===== src/rtl/uart_addr_rx_pkg.sv =====
package uart_addr_rx_pkg;

  localparam int unsigned CHAR_MAX = 9;

  typedef enum logic [1:0] {
    LEN7 = 2'b00,
    LEN8 = 2'b01,
    LEN9 = 2'b10,
    LENX = 2'b11
  } len_e;

  typedef enum logic [2:0] {
    S_IDLE, S_START, S_DATA, S_PAR, S_STOP
  } rx_st_e;

  // index of the last data bit for a length code
  function automatic logic [3:0] last_bit(input logic [1:0] len);
    case (len)
      LEN7:    return 4'd6;
      LEN9:    return 4'd8;
      default: return 4'd7;
    endcase
  endfunction

  // shift register fills from the top; move the character down to bit 0
  function automatic logic [CHAR_MAX-1:0] align_char(input logic [CHAR_MAX-1:0] sh,
                                                     input logic [1:0] len);
    case (len)
      LEN7:    return {2'b00, sh[CHAR_MAX-1:2]};
      LEN9:    return sh;
      default: return {1'b0, sh[CHAR_MAX-1:1]};
    endcase
  endfunction

  function automatic logic parity_bad(input logic [CHAR_MAX-1:0] d,
                                      input logic pbit, input logic odd);
    return ((^d) ^ pbit) != odd;
  endfunction

  function automatic logic top_bit(input logic [CHAR_MAX-1:0] d, input logic [1:0] len);
    return (len == LEN9) ? d[8] : d[7];
  endfunction

  function automatic logic [7:0] low_part(input logic [CHAR_MAX-1:0] d, input logic [1:0] len);
    return (len == LEN7) ? {1'b0, d[6:0]} : d[7:0];
  endfunction

  function automatic logic [7:0] high_part(input logic [CHAR_MAX-1:0] d, input logic [1:0] len);
    return (len == LEN9) ? {7'd0, d[8]} : 8'd0;
  endfunction

endpackage


===== src/rtl/uart_rx_frame.sv =====
module uart_rx_frame
  import uart_addr_rx_pkg::*;
#(
  parameter int unsigned OVS         = 16,
  parameter int unsigned SYNC_STAGES = 2
) (
  input  logic                clk,
  input  logic                rst_n,
  input  logic                init_i,
  input  logic                tick_i,
  input  logic                rx_i,
  input  logic                start_ok_i,
  input  logic [1:0]          len_i,
  input  logic                par_en_i,
  input  logic                par_odd_i,
  output logic                done_o,
  output logic [CHAR_MAX-1:0] data_o,
  output logic                perr_o,
  output logic                ferr_o
);

  localparam int unsigned CW = $clog2(OVS);
  localparam logic [CW-1:0] HALF = CW'(OVS / 2 - 1);
  localparam logic [CW-1:0] FULL = CW'(OVS - 1);

  logic rxs;

  generate
    if (SYNC_STAGES < 2) begin : g_sync1
      logic r1;
      always_ff @(posedge clk or negedge rst_n)
        if (!rst_n) r1 <= 1'b1;
        else        r1 <= rx_i;
      assign rxs = r1;
    end else begin : g_syncn
      logic [SYNC_STAGES-1:0] sr;
      always_ff @(posedge clk or negedge rst_n)
        if (!rst_n) sr <= '1;
        else        sr <= {sr[SYNC_STAGES-2:0], rx_i};
      assign rxs = sr[SYNC_STAGES-1];
    end
  endgenerate

  rx_st_e              st;
  logic [CW-1:0]       cnt;
  logic [3:0]          idx;
  logic [CHAR_MAX-1:0] sh;
  logic                pbit;
  logic [CHAR_MAX-1:0] char_now;

  assign char_now = align_char(sh, len_i);

  always_ff @(posedge clk or negedge rst_n) begin
    if (!rst_n) begin
      st     <= S_IDLE;
      cnt    <= '0;
      idx    <= '0;
      sh     <= '0;
      pbit   <= 1'b0;
      done_o <= 1'b0;
      data_o <= '0;
      perr_o <= 1'b0;
      ferr_o <= 1'b0;
    end else begin
      done_o <= 1'b0;
      if (init_i) begin
        st <= S_IDLE;
      end else if (tick_i) begin
        case (st)
          S_IDLE: if (start_ok_i && !rxs) begin
            st  <= S_START;
            cnt <= '0;
          end
          S_START: if (cnt == HALF) begin
            cnt <= '0;
            idx <= '0;
            st  <= rxs ? S_IDLE : S_DATA;
          end else cnt <= cnt + 1'b1;
          S_DATA: if (cnt == FULL) begin
            cnt <= '0;
            sh  <= {rxs, sh[CHAR_MAX-1:1]};
            idx <= idx + 1'b1;
            if (idx == last_bit(len_i)) st <= par_en_i ? S_PAR : S_STOP;
          end else cnt <= cnt + 1'b1;
          S_PAR: if (cnt == FULL) begin
            cnt  <= '0;
            pbit <= rxs;
            st   <= S_STOP;
          end else cnt <= cnt + 1'b1;
          S_STOP: if (cnt == FULL) begin
            cnt    <= '0;
            st     <= S_IDLE;
            done_o <= 1'b1;
            data_o <= char_now;
            ferr_o <= !rxs;
            perr_o <= par_en_i && parity_bad(char_now, pbit, par_odd_i);
          end else cnt <= cnt + 1'b1;
          default: st <= S_IDLE;
        endcase
      end
    end
  end

endmodule


===== src/rtl/uart_rx_store.sv =====
module uart_rx_store
  import uart_addr_rx_pkg::*;
(
  input  logic                clk,
  input  logic                rst_n,
  input  logic                init_i,
  input  logic                done_i,
  input  logic [CHAR_MAX-1:0] data_i,
  input  logic                perr_i,
  input  logic                ferr_i,
  input  logic [1:0]          len_i,
  input  logic                addr_mode_i,
  input  logic                rd_lo_i,
  input  logic                rd_stat_i,
  output logic [7:0]          lo_q_o,
  output logic [7:0]          hi_q_o,
  output logic                buf_full_o,
  output logic                perr_o,
  output logic                ferr_o,
  output logic                oerr_o,
  output logic                serr_o,
  output logic                irq_full_o,
  output logic                irq_err_o,
  output logic                char_done_o,
  output logic                err_evt_o
);

  logic seen_first;
  logic room, ovr_evt, load_evt, full_evt;

  assign room      = !buf_full_o || rd_lo_i;
  assign ovr_evt   = done_i && !room && !(addr_mode_i && seen_first);
  assign err_evt_o = done_i && (perr_i || ferr_i || ovr_evt);
  assign load_evt  = done_i && !ovr_evt;
  assign full_evt  = load_evt && !perr_i && !ferr_i &&
                     !(addr_mode_i && !top_bit(data_i, len_i));

  always_ff @(posedge clk or negedge rst_n) begin
    if (!rst_n) begin
      lo_q_o      <= '0;
      hi_q_o      <= '0;
      buf_full_o  <= 1'b0;
      perr_o      <= 1'b0;
      ferr_o      <= 1'b0;
      oerr_o      <= 1'b0;
      serr_o      <= 1'b0;
      irq_full_o  <= 1'b0;
      irq_err_o   <= 1'b0;
      char_done_o <= 1'b0;
      seen_first  <= 1'b0;
    end else if (init_i) begin
      buf_full_o  <= 1'b0;
      perr_o      <= 1'b0;
      ferr_o      <= 1'b0;
      oerr_o      <= 1'b0;
      serr_o      <= 1'b0;
      irq_full_o  <= 1'b0;
      irq_err_o   <= 1'b0;
      char_done_o <= 1'b0;
      seen_first  <= 1'b0;
    end else begin
      char_done_o <= done_i;
      irq_full_o  <= full_evt;
      irq_err_o   <= err_evt_o;
      if (load_evt) begin
        lo_q_o     <= low_part(data_i, len_i);
        hi_q_o     <= high_part(data_i, len_i);
        buf_full_o <= 1'b1;
      end else if (rd_lo_i) begin
        buf_full_o <= 1'b0;
      end
      seen_first <= addr_mode_i && (seen_first || done_i);
      perr_o <= (perr_o && !rd_stat_i) || (done_i && perr_i);
      ferr_o <= (ferr_o && !rd_stat_i) || (done_i && ferr_i);
      oerr_o <= (oerr_o && !rd_stat_i) || ovr_evt;
      serr_o <= (serr_o && !rd_stat_i) || err_evt_o;
    end
  end

endmodule


===== src/rtl/uart_addr_rx.sv =====
module uart_addr_rx
  import uart_addr_rx_pkg::*;
#(
  parameter int unsigned OVS         = 16,
  parameter int unsigned SYNC_STAGES = 2
) (
  input  logic       clk,
  input  logic       rst_n,
  input  logic       rx_i,
  input  logic       tick16_i,
  input  logic       rx_en_i,
  input  logic       init_i,
  input  logic [1:0] len_i,
  input  logic       par_en_i,
  input  logic       par_odd_i,
  input  logic       addr_mode_i,
  input  logic       rd_lo_i,
  input  logic       rd_stat_i,
  output logic [7:0] lo_q_o,
  output logic [7:0] hi_q_o,
  output logic       buf_full_o,
  output logic       perr_o,
  output logic       ferr_o,
  output logic       oerr_o,
  output logic       serr_o,
  output logic       irq_full_o,
  output logic       irq_err_o,
  output logic       char_done_o,
  output logic       cfg_bad_o
);

  logic                start_ok;
  logic                frm_done;
  logic [CHAR_MAX-1:0] frm_data;
  logic                frm_perr, frm_ferr;
  logic                err_evt;

  assign cfg_bad_o = (len_i == LENX) || (addr_mode_i && len_i == LEN7);
  assign start_ok  = rx_en_i && !cfg_bad_o;

  uart_rx_frame #(.OVS(OVS), .SYNC_STAGES(SYNC_STAGES)) u_frame (
    .clk(clk), .rst_n(rst_n), .init_i(init_i), .tick_i(tick16_i), .rx_i(rx_i),
    .start_ok_i(start_ok), .len_i(len_i), .par_en_i(par_en_i), .par_odd_i(par_odd_i),
    .done_o(frm_done), .data_o(frm_data), .perr_o(frm_perr), .ferr_o(frm_ferr)
  );

  uart_rx_store u_store (
    .clk(clk), .rst_n(rst_n), .init_i(init_i), .done_i(frm_done), .data_i(frm_data),
    .perr_i(frm_perr), .ferr_i(frm_ferr), .len_i(len_i), .addr_mode_i(addr_mode_i),
    .rd_lo_i(rd_lo_i), .rd_stat_i(rd_stat_i), .lo_q_o(lo_q_o), .hi_q_o(hi_q_o),
    .buf_full_o(buf_full_o), .perr_o(perr_o), .ferr_o(ferr_o), .oerr_o(oerr_o),
    .serr_o(serr_o), .irq_full_o(irq_full_o), .irq_err_o(irq_err_o),
    .char_done_o(char_done_o), .err_evt_o(err_evt)
  );

endmodule


===== config.mk =====
export PLATFORM = sky130hd
export DESIGN_NAME = uart_addr_rx
export DESIGN_NICKNAME = d
export VERILOG_FILES = /design/src/rtl/uart_addr_rx_pkg.sv /design/src/rtl/uart_rx_frame.sv /design/src/rtl/uart_rx_store.sv /design/src/rtl/uart_addr_rx.sv
export SDC_FILE = /design/constraint.sdc
export NUM_CORES = 1
export LEC_CHECK = 0
export ABC_AREA = 1
export BUFFER_PORTS_ARGS = -buffer_cell sky130_fd_sc_hd__buf_2
export CAP_MARGIN = 10
export CELL_PAD_IN_SITES_DETAIL_PLACEMENT = 1
export CELL_PAD_IN_SITES_GLOBAL_PLACEMENT = 1
export CORE_UTILIZATION = 45
export DETAILED_ROUTE_END_ITERATION = 16
export HOLD_SLACK_MARGIN = 0.02
export PLACE_DENSITY_LB_ADDON = 0.1
export RECOVER_POWER = 25
export SYNTH_ARGS = -nofsm -noshare
export SYNTH_HDL_FRONTEND = slang
export SYNTH_SLANG_ARGS = --single-unit

===== constraint.sdc =====
create_clock -name clk -period 3.95 [get_ports clk]
set_clock_uncertainty 0.1 [all_clocks]
set_input_delay 0.79 -clock clk [delete_from_list [all_inputs] [get_ports clk]]
set_output_delay 0.79 -clock clk [all_outputs]
set_load 0.05 [all_outputs]

---- Word level (Yosys, flattened, before mapping) ----
Index checks and enable logic that the tools add are counted.
cells by class
  add/sub/neg operators ................... 2
  multipliers ............................. 0
  div/mod/pow operators ................... 0
  $lt $le $gt $ge ......................... 0
  eq/ne operators ......................... 19
  shift-type cells ........................ 0
  muxes and demuxes ....................... 42
  bitwise logic cells ..................... 2
  reductions and logical operators ........ 55
operators with widths
  kind                                            count
  two-way mux 4 bit                               9
  two-way mux 3 bit                               9
  logical AND 1 bit                               20
  != test 3 x 2 -> 1 bit (second input constant)  6
  case mux 9 bit (2 select lines)                 1
  two-way mux 1 bit                               17
  case mux 4 bit (2 select lines)                 2
  AND reduction 4 bit                             4
  case mux 3 bit (5 select lines)                 1
  case mux 4 bit (3 select lines)                 1
  zero test 1 bit                                 11
  logical OR 1 bit                                9
  parity 9 bit                                    1
  adder 4 x 1 -> 4 bit (second input constant)    2
  two-way mux 8 bit                               1
  AND reduction 7 bit                             1
  == test 3 x 2 -> 1 bit (second input constant)  2
  != test 2 x 1 -> 1 bit (second input constant)  3
  nonzero test 3 bit                              2
  AND reduction 5 bit                             1
  == test 2 bit (second input constant)           2
  == test 4 x 3 -> 1 bit (second input constant)  1
  == test 4 bit                                   1
  == test 4 bit (second input constant)           1
  other kinds (11)                                12
word-level totals
  bits in registers ....................... 60
  bits in latches ......................... 0
  RAM bits ................................ 0
  ROM bits ................................ 0
  input port bits ......................... 13
  output and inout port bits .............. 25
  logic and storage cells ................. 141
  memories ................................ 0

---- Depth between registers and ports, before layout ----
Gate-level depths: netlist of the first run.
  word-level depth ........................ 12
  depth in mapped cells ................... 15
  gate-level depth less buffers ........... 15

---- Cells and area by module ----
A second synthesis of the first run with hierarchy kept.
second synthesis, totals
  cells, all modules ...................... 361
  area, all modules ....................... 2837.7 sq um
modules (own cells, without submodules)
  module         times used  cells an instance  area an instance (sq um)  seq. area each (sq um)
  uart_rx_frame  1           264                1993.2                    878.3
  uart_rx_store  1           91                 817.0                     450.4
  uart_addr_rx   1           6                  27.5                      0.0

---- Worst setup path after synthesis of the first run ----
OpenSTA, ideal clock, no wires.
  path type ............................... in2out
  from .................................... input len_i[0]
  to ...................................... output cfg_bad_o
  data arrival time ....................... 1.471 ns
  data required time ...................... 3.060 ns
  slack ................................... 1.589 ns
  cell stages on the path ................. 4
  buffers on the path ..................... 1
  cell sequence ........................... buf_4 > o21ai_0 > nand2_1 > inv_1
on the way
  word-level cells in the longest chain between the ends .. 3
  elaborated cells on any way between the ends .. 4
  those cells by class .................... eq/ne (1); reduce/logical (3)
ends and longest elaborated chain
  element             RTL line            text
  start: declaration  uart_addr_rx.sv:13  input logic [1:0] len_i,
  zero test 2 bit     uart_addr_rx.sv:38  assign cfg_bad_o = (len_i == LENX) || (addr_mode_i && len_i == LEN7);
  logical AND 1 bit   uart_addr_rx.sv:38
  logical OR 1 bit *  uart_addr_rx.sv:38
  end: declaration    uart_addr_rx.sv:29  output logic cfg_bad_o
Every way passes the cells marked *; elsewhere a longest branch is shown, timed or not.

---- Worst setup path after layout of the first run ----
Same ends and word-level chain as after synthesis.

==> reports/metrics.csv, run 1 <==
metric,value,unit
worst skew pair latency,0.31,ns
synthesized area,2730,um2
hold-fix buffers at CTS,0,
vias per inst,5.09,
height of the die,79.8,um
Vias,2347,
Core Area,5680,um2
total iterations of the first detailed-routing run,4,
Initial Util,48.0,%
Area growth syn-to-layout,10.5,%
Clk Tree Root Cell,clkbuf_8,
Netlist cell types,31,
Final Net Count,403,
Port-buffer cells,30,
Die X,79.8,um
Max Freq,373,MHz
CTS sink cnt,53,
Mapped Cells,356,
Slew Limit Fails,43,
CP Launch Type,input port,
CP bufs+invs,4,
synthesized area per cell,7.66,um2
"commonest non-fill, non-tap cell in the layout",nand2_1,
Tmin final,2.68,ns
CP peak stage delay,0.25,ns
I/O pins,38,
ANT cells,0,
"FF+latch count, synth",53,
fraction of layout cells with a size suffix above 1,13.1,%
"slowest stage cell, crit path",buf_2,
largest delay contributor family on the critical path,buffers and inverters,
CP Data Arrival Time,1.79,ns
final hold viol count,0,
RSZ-0062 raised after global routing,false,
synth warn,0,
post-synthesis sequential area ratio,48.7,%
Routed Antenna Nets,0,
1st-iter DRT viols,111,
pwr dens,395,nW/um2
Total Wirelength,6.44,mm
Critical Path RT,3.06,ns
Worst Hold Class,reg2reg,
Max transition margin,-46.7,%
Setup TNS Final,0,ns
"commonest cells after routing, fill and taps aside","122 x nand2_1, 51 x dfrtp_1, 41 x inv_1",
final core occ,53.1,%
postcts setup bufs,0,
max-cap viol count,1,
Global Route Usage Sum,23.3,%
crit end category,primary output,
sequential cell area,1330,um2
Die ar.,6370,um2
count of final setup violators,0,
wire per inst,14.0,um
worst vdd ir,0.218,mV
critical path class,in2out,
gr ovfl total,0,
Core Rows,27,
Pleak,1.61,nW
initial antenna violation count,0,
outcome,"complete, but fails checks",
H-tree levels,2,
CP cell instances,buf_2 > inv_2 > nand2_1 > nand2_1 > inv_1 > buf_2,
vias in the first global route,2337,
CP Max Fanout,13,
multi-input combinational cell area,1180,um2
Clock transition at path regs,0.09,ns
actual slew at the worst max-slew pin,2.20,ns
first-pass GRT wire length,11.3,mm
CTS max path bufs,2,
largest net degree at the start of global routing,43,
Num CTS Buffers,5,
Placer Congestion,0.809,
CTS tree,built,
failing checks,"max-capacitance violations, max-slew violations",
cts repair resizes,0,
HPWL after DPL,4.94,mm
FILL cells,740,
final critical-path share of the clock period,67.8,%
post-route DRC violation count,0,
-- worst register-to-register path: stages (launching register included) --
cell,delay (ns)
dfrtp_1,0.40
ha_1,0.21
nand3_1,0.13
nor2_4,0.15
nand2_4,0.14
o21ai_2,0.09
nand2_1,0.13
nor3_1,0.22
xor2_1,0.19
a21oi_1,0.05
-- cell usage after synthesis --
master | count | area [um2]
nand2_1 | 122 | 458
inv_1 | 41 | 154
nor2_1 | 20 | 75.1
nand4_1 | 3 | 18.8
xor2_1 | 2 | 17.5
inv_2 | 4 | 15.0
buf_4 | 8 | 60.1
xnor2_1 | 1 | 8.76
nand2_2 | 2 | 12.5
nor3b_1 | 1 | 7.51
o21a_1 | 1 | 7.51
nor3_4 | 1 | 16.3
xnor2_2 | 1 | 16.3
dfrtp_1 | 51 | 1280
ha_1 | 2 | 25.0
o21bai_1 | 1 | 7.51
nor2_4 | 2 | 22.5
o21ai_0 | 32 | 160
dfstp_2 | 2 | 52.6
o22ai_1 | 3 | 18.8
conb_1 | 1 | 3.75
nand2_4 | 1 | 11.3
nor3_1 | 4 | 20.0
clkbuf_1 | 4 | 15.0
a21boi_0 | 1 | 7.51
o21ai_1 | 1 | 5.00
nand3_1 | 28 | 140
a21oi_1 | 11 | 55.1
o21ai_2 | 2 | 17.5
a211oi_1 | 2 | 15.0
and2_1 | 1 | 6.26
-- registers in the layout, indices dropped and copies added (netlist names), 2 cells and up --
register            cells
u_frame.cnt             4
u_frame.st              3
u_frame.data_o          9
u_frame.sh              9
u_store.lo_q_o          8
u_frame.g_syncn.sr      2
u_frame.idx             4
-- per-stage QoR --
step | worst slack, ns | hold WS [ns] | std cells | total power, W | area, um2
floorplan | 1.59 | 0.245 | 362 | 0.000809 | 2750
global placement | 1.30 | 0.246 | 453 | 0.000865 | 2920
detailed placement | 1.27 | 0.249 | 453 | 0.000876 | 2920
CTS | 1.26 | 0.267 | 461 | 0.00120 | 3020
global route | 1.02 | 0.270 | 461 | 0.00127 | 3010
finish | 1.27 | 0.265 | 461 | 0.00119 | 3010
-- per-layer routing --
layer	up-vias	part of all wire (%)	track usage, %
met5	-	0	0
met4	0	1.4	6.79
met3	10	2.9	3.89
met2	40	48	38.8
met1	1124	48	31.2
li1	1173	-	-
-- area by class of cell --
cell class                      instances  share of cell area (%)
Tap cell                               72                    2.99
Sequential cell                        53                    44.1
Inverter                               45                    5.61
Clock buffer                            7                    2.87
Multi-Input combinational cell        252                    39.0
Timing Repair Buffer                   31                    5.15
Clock inverter                          1                   0.249
-- cells by family after synthesis --
logic type / Yosys count / share of synthesized area, %
simple gates: 185 / 28.9
compound gates: 54 / 10.8
flops: 53 / 48.7
xor+xnor: 4 / 1.56
fa+ha+maj: 2 / 0.918
buf+inv: 57 / 8.95
other cells: 1 / 0.138
-- worst paths after layout --
kind / slack (ns) / start / to / depth (start not counted)
setup / recovery: 1.27 / len_i[0] / cfg_bad_o / 6
hold / removal: 0.26 / u_frame.g_syncn.sr[0] / u_frame.g_syncn.sr[1] / 0
setup reg to reg: 2.04 / u_frame.cnt[0] / u_frame.idx[3] / 9
hold reg to reg: 0.26 / u_frame.g_syncn.sr[0] / u_frame.g_syncn.sr[1] / 0
max in group asynchronous: 1.48 / rst_n / u_store.irq_full_o / 1
min in group asynchronous: 1.02 / rst_n / u_store.serr_o / 1
-- where the power goes --
group / internal (W) / total, W / switching [W] / leakage, nW
sequential: 0.000581 / 0.000620 / 0.0000390 / 0.715
combinational: 0.0000776 / 0.000245 / 0.000168 / 0.853
clock: 0.000143 / 0.000324 / 0.000181 / 0.0445
total: 0.000801 / 0.00119 / 0.000388 / 1.61
Power figures use the tool's default switching activity.
==> run 2, diff against run 1 <==
Settings changed: CORE_UTILIZATION 45 to 42.
Clock period 3.95 ns to 2.8 ns, I/O delays scaled along.
==> run 2 against run 1 <==
  * The run now ends clean
  * Global-route usage shrank 2.2 points
  * Cell count rose by 0.87%
  * Sequential share of layout area shrank 0.055 points
  * Worst hold slack worse by 0.022 ns
  * Core utilization shrank 3.6 points
  * Combinational power is 40% higher
  * Wire length fell by 2.9%
  * Critical path depth did not move
  * Via count is essentially flat
  * First-iteration DRC count shrank 34%
==> reports/metrics.csv, run 2 (synthesized netlist as in run 1, its figures left out) <==
metric,value,unit,change
Placed Area,2930,um2,+0.39%
fraction of layout cells with a size suffix above 1,14.1,%,+0.99 points
Comb power frac,20.9,%,+0.3 points
Final Net Count,404,,+0.25%
Core Area,6100,um2,+7.4%
total iterations of the first detailed-routing run,4,,unchanged
Num CTS Buffers,5,,unchanged
hold-fix buffers at CTS,0,,unchanged
CTS max path bufs,2,,unchanged
vias in the first global route,2416,,+3.4%
Sw Share,32.9,%,+0.30 points
met3 WL,185,um,unchanged
CP bufs+invs,4,,unchanged
M1 WL,3.05,mm,-1.1%
HPWL after DPL,4.81,mm,-2.6%
wire per inst,13.4,um,-3.8%
Sw Pwr,0.000541,W,+39%
Clk Tree Root Cell,clkbuf_8,,
actual slew at the worst max-slew pin,1.27,ns,-0.928 ns
"commonest non-fill, non-tap cell in the layout",nand2_1,,
Total Wirelength,6.25,mm,-2.9%
Tmin final,2.22,ns,
"slowest stage cell, crit path",buf_2,,
Sequential Power Share,53.2,%,+1.1 points
Routed Antenna Nets,0,,unchanged
outcome,"finished, final reports clean",,
max layer used,met4,,
count of final setup violators,0,,unchanged
height of the die,82.6,um,+3.4%
CP Launch Type,input port,,
CTS sink cnt,53,,unchanged
largest net degree at the start of global routing,54,,+26%
H-tree levels,2,,unchanged
Setup TNS Final,0,ns,unchanged
biggest regs,"u_frame.data_o x9, u_frame.sh x9, u_store.lo_q_o x8",,
Vias,2348,,+0.043%
RSZ-0062 raised after global routing,false,,
1st-iter DRT viols,73,,-34%
CTS tree,built,,
post-route DRC violation count,0,,unchanged
met2 WL,2.95,mm,-4.3%
worst vdd ir,0.304,mV,+39%
Initial Util,44.7,%,-3.3 points
Max Freq,451,MHz,
Core Rows,28,,+3.7%
final hold viol count,0,,unchanged
gr ovfl total,0,,unchanged
I/O pins,38,,unchanged
Worst Hold Class,in2reg,,
CP Data Arrival Time,1.56,ns,-0.23 ns
final critical-path share of the clock period,79.2,%,
ANT cells,0,,unchanged
Slew Limit Fails,0,,-100%
CP cell instances,buf_2 > inv_2 > nand2_1 > nand2_1 > inv_1 > buf_2,,
Clock transition at path regs,0.09,ns,about the same
FILL cells,812,,+9.7%
largest delay contributor family on the critical path,buffers and inverters,,
CP Max Fanout,13,,unchanged
cts repair resizes,0,,unchanged
first-pass GRT wire length,11.0,mm,-3.2%
CP peak stage delay,0.25,ns,about the same
Global Route Usage Sum,21.1,%,-2.2 points
"commonest cells after routing, fill and taps aside","122 x nand2_1, 51 x dfrtp_1, 41 x inv_1",,
Max transition margin,15.2,%,+62 points
"Design Area, Final",3020,um2,+0.12%
Placer Congestion,0.818,,+1.1%
Critical Path RT,2.14,ns,-0.92 ns
vias per inst,5.05,,-0.82%
part of the power in the clock network,25.8,%,-1.5 points
Pleak,1.62,nW,+0.52%
worst skew pair latency,0.31,ns,about the same
Port-buffer cells,30,,unchanged
pwr dens,544,nW/um2,+38%
Die X,82.6,um,+3.4%
Die ar.,6820,um2,+7.0%
max-cap viol count,0,,-1
crit end category,primary output,,
initial antenna violation count,0,,unchanged
critical path class,in2out,,
postcts setup bufs,0,,unchanged
Area growth syn-to-layout,10.6,%,
Internal,0.00110,W,+37%
run 2: power groups by stage:
stage | Combinational, W | Sequential (W) | Clock (W)
4_1_cts | 0.000347 | 0.000875 | 0.000446
3_5_place_dp | 0.000346 | 0.000889 | 0
6_report | 0.000344 | 0.000874 | 0.000424
3_3_place_gp | 0.000336 | 0.000887 | 0
5_1_grt | 0.000393 | 0.000885 | 0.000471
2_1_floorplan | 0.000262 | 0.000879 | 0
run 2: final cells by class:
type	instances	area, um2	share of cell area (%)
sequential	53	1330	44.0
multi-input combinational	252	1180	39.0
inverter	45	169	5.60
timing repair buffer	32	163	5.39
tap	75	93.8	3.11
clock buffer	5	68.8	2.28
clock inverter	3	17.5	0.581
run 2: through the flow:
stage | total power, W | cells | hold WS (ns) | setup WS [ns] | utilization [%]
2_1_floorplan | 0.00114 | 362 | 0.164 | 0.899 | -
3_3_place_gp | 0.00122 | 457 | 0.246 | 0.618 | 48.1
3_5_place_dp | 0.00123 | 457 | 0.249 | 0.551 | 48.1
4_1_cts | 0.00167 | 465 | 0.226 | 0.553 | 49.5
5_1_grt | 0.00175 | 465 | 0.222 | 0.490 | 49.5
6_report | 0.00164 | 465 | 0.242 | 0.582 | 49.5
run 2: worst paths after layout:
path,to,from,slack (ns),cells past startpoint
max reg2reg,u_frame.idx[3],u_frame.cnt[0],0.88,9
max,cfg_bad_o,len_i[0],0.58,6
min,u_frame.g_syncn.sr[0],rx_i,0.24,1
min reg2reg,u_frame.g_syncn.sr[1],u_frame.g_syncn.sr[0],0.26,0
min in group asynchronous,u_store.serr_o,rst_n,0.50,2
max in group asynchronous,u_frame.sh[1],rst_n,1.33,2
run 2: routing by layer:
metal	up-vias	GRT usage [%]
met2	40	35.3
met4	0	5.34
li1	1185	-
met3	6	3.85
met1	1117	28.1
met5	-	0
==> run 3, diff against run 2 <==
Settings changed: CORE_UTILIZATION 42 to 38.
Clock period 2.8 ns to 1.85 ns, I/O delays scaled along.
==> run 3 against run 2 <==
  * Via count is 2.3% higher
  * Largest power group unchanged
  * Sequential share of layout area down 2.6 points
  * Global-route usage fell by 2.0 points
==> reports/metrics.csv, run 3 (synthesized netlist as in run 1, its figures left out) <==
metric,value,unit,change
Worst Hold Class,in2reg,,
wire per inst,13.0,um,-3.4%
Routed Antenna Nets,0,,unchanged
Die ar.,7520,um2,+10%
"commonest cells after routing, fill and taps aside","121 x nand2_1, 49 x dfrtp_1, 40 x inv_1",,
Clk Tree Root Cell,clkbuf_8,,
count of final setup violators,0,,unchanged
"commonest non-fill, non-tap cell in the layout",nand2_1,,
Fin Hold WS,0.0620,ns,-0.180 ns
"most used cell, CP",buf_2,,
CP Launch Type,input port,,
Total Wirelength,6.52,mm,+4.3%
Final Net Count,420,,+4.0%
ANT cells,0,,unchanged
I/O pins,38,,unchanged
CP bufs+invs,4,,unchanged
Core Area,6870,um2,+13%
Pleak,1.71,nW,+5.4%
height of the die,86.7,um,+5.0%
Max Freq,559,MHz,
Tmin final,1.79,ns,
outcome,"finished, final reports clean",,
final critical-path share of the clock period,96.7,%,
1st-iter DRT viols,85,,+16%
initial antenna violation count,0,,unchanged
first-pass GRT wire length,11.1,mm,+1.6%
fraction of layout cells with a size suffix above 1,18.5,%,+4.4 points
biggest regs,"u_frame.data_o x9, u_frame.sh x9, u_store.lo_q_o x8",,
Tot Pwr,0.00274,W,+67%
Setup WS post-layout,0.0603,ns,-0.522 ns
H-tree levels,2,,unchanged
Placer Congestion,0.841,,+2.8%
RSZ-0062 raised after global routing,true,,
Global Route Usage Sum,19.1,%,-2.0 points
vias in the first global route,2355,,-2.5%
worst vdd ir,0.462,mV,+52%
CTS sink cnt,53,,unchanged
Core Rows,30,,+7.1%
worst skew pair latency,0.30,ns,about the same
Initial Util,39.7,%,-5.0 points
CP peak stage delay,0.25,ns,about the same
Num CTS Buffers,5,,unchanged
post-route DRC violation count,0,,unchanged
vias per inst,4.79,,-5.2%
largest net degree at the start of global routing,42,,-22%
CP cell instances,buf_2 > buf_4 > o21ai_0 > nand2_1 > inv_1 > buf_2,,
Critical Path RT,1.38,ns,-0.76 ns
pwr dens,851,nW/um2,+56%
Vias,2403,,+2.3%
Slew Limit Fails,0,,unchanged
CP Max Fanout,5,,-8
final hold viol count,0,,unchanged
largest delay contributor family on the critical path,buffers and inverters,,
CP Data Arrival Time,1.32,ns,-0.24 ns
actual slew at the worst max-slew pin,0.717,ns,-0.555 ns
Placed Cells incl. Taps,490,,+7.2%
gr ovfl total,0,,unchanged
CTS max path bufs,2,,unchanged
pre-CTS setup slack,-0.0543,ns,-0.606 ns
Clock transition at path regs,0.09,ns,about the same
crit end category,primary output,,
Port-buffer cells,30,,unchanged
total iterations of the first detailed-routing run,4,,unchanged
CTS tree,built,,
max-cap viol count,0,,unchanged
"slowest stage cell, crit path",buf_2,,
critical path class,in2out,,
Area growth syn-to-layout,17.9,%,
Max transition margin,52.2,%,+37 points
Non-Filler Instances,502,,+8.0%
Die X,86.7,um,+5.0%
HPWL after DPL,5.12,mm,+6.3%
[run 3: cell type report]
cell class / count / area (um2)
Clock inverter: 2 / 38.8
Fill cell: 901 / 3650
Inverter: 45 / 171
Tap cell: 96 / 120
Timing Repair Buffer: 48 / 290
Sequential cell: 53 / 1330
Clock buffer: 6 / 72.6
Multi-Input combinational cell: 252 / 1190
[run 3: power breakdown]
group | internal (W) | switching (W)
Sequential | 0.00124 | 0.0000889
Combinational | 0.000243 | 0.000381
Clock | 0.000407 | 0.000374
[run 3: path summary, 6_finish.rpt]
| kind | startpoint | end | slack [ns] | cells past startpoint |
|---|---|---|---|---|
| max | len_i[0] | cfg_bad_o | 0.06 | 6 |
| min | rx_i | u_frame.g_syncn.sr[0] | 0.06 | 1 |
| max reg2reg | u_frame.cnt[1] | u_frame.idx[2] | 0.10 | 10 |
| min reg2reg | u_frame.g_syncn.sr[0] | u_frame.g_syncn.sr[1] | 0.26 | 0 |
| max in group asynchronous | rst_n | u_frame.sh[3] | 0.31 | 3 |
| min in group asynchronous | rst_n | u_frame.cnt[3] | 0.54 | 2 |
[run 3: worst register-to-register path, cell delays in order (launching register included)]
cell and delay (ns):
dfrtp_1 0.39, ha_1 0.22, nand3_1 0.14, nor2_4 0.15
nand2_4 0.06, o21ai_2 0.05, nand2_1 0.13, inv_2 0.13
nand2_1 0.07, xor2_1 0.14, a21oi_1 0.10
[run 3: routing by layer]
metal / global-route usage [%] / wire length [um] / vias to the layer above
met5: 0 / 0 / -
met2: 32.5 / 3160 / 41
met4: 4.55 / 61 / 0
met1: 25.1 / 3100 / 1135
li1: - / - / 1219
met3: 3.71 / 199 / 8
[run 3: what timing repair did]
action | in CTS | in global routing
hold buffers | 1 | 0
gates resized for setup | 2 | 6
pin swaps | 0 | 1
setup endpoints to repair | 1 | 5
endpoints found under the hold margin | 10 | 0
setup buffers | 0 | 3
[run 3: through the flow]
step | setup TNS [ns] | util, % | area [um2]
floorplan | 0 | - | 2750
finish | 0 | 46.8 | 3220
global placement | 0 | 44.6 | 3060
global route | -0.0467 | 46.8 | 3220
detailed placement | -0.116 | 44.6 | 3060
CTS | 0 | 46.4 | 3190
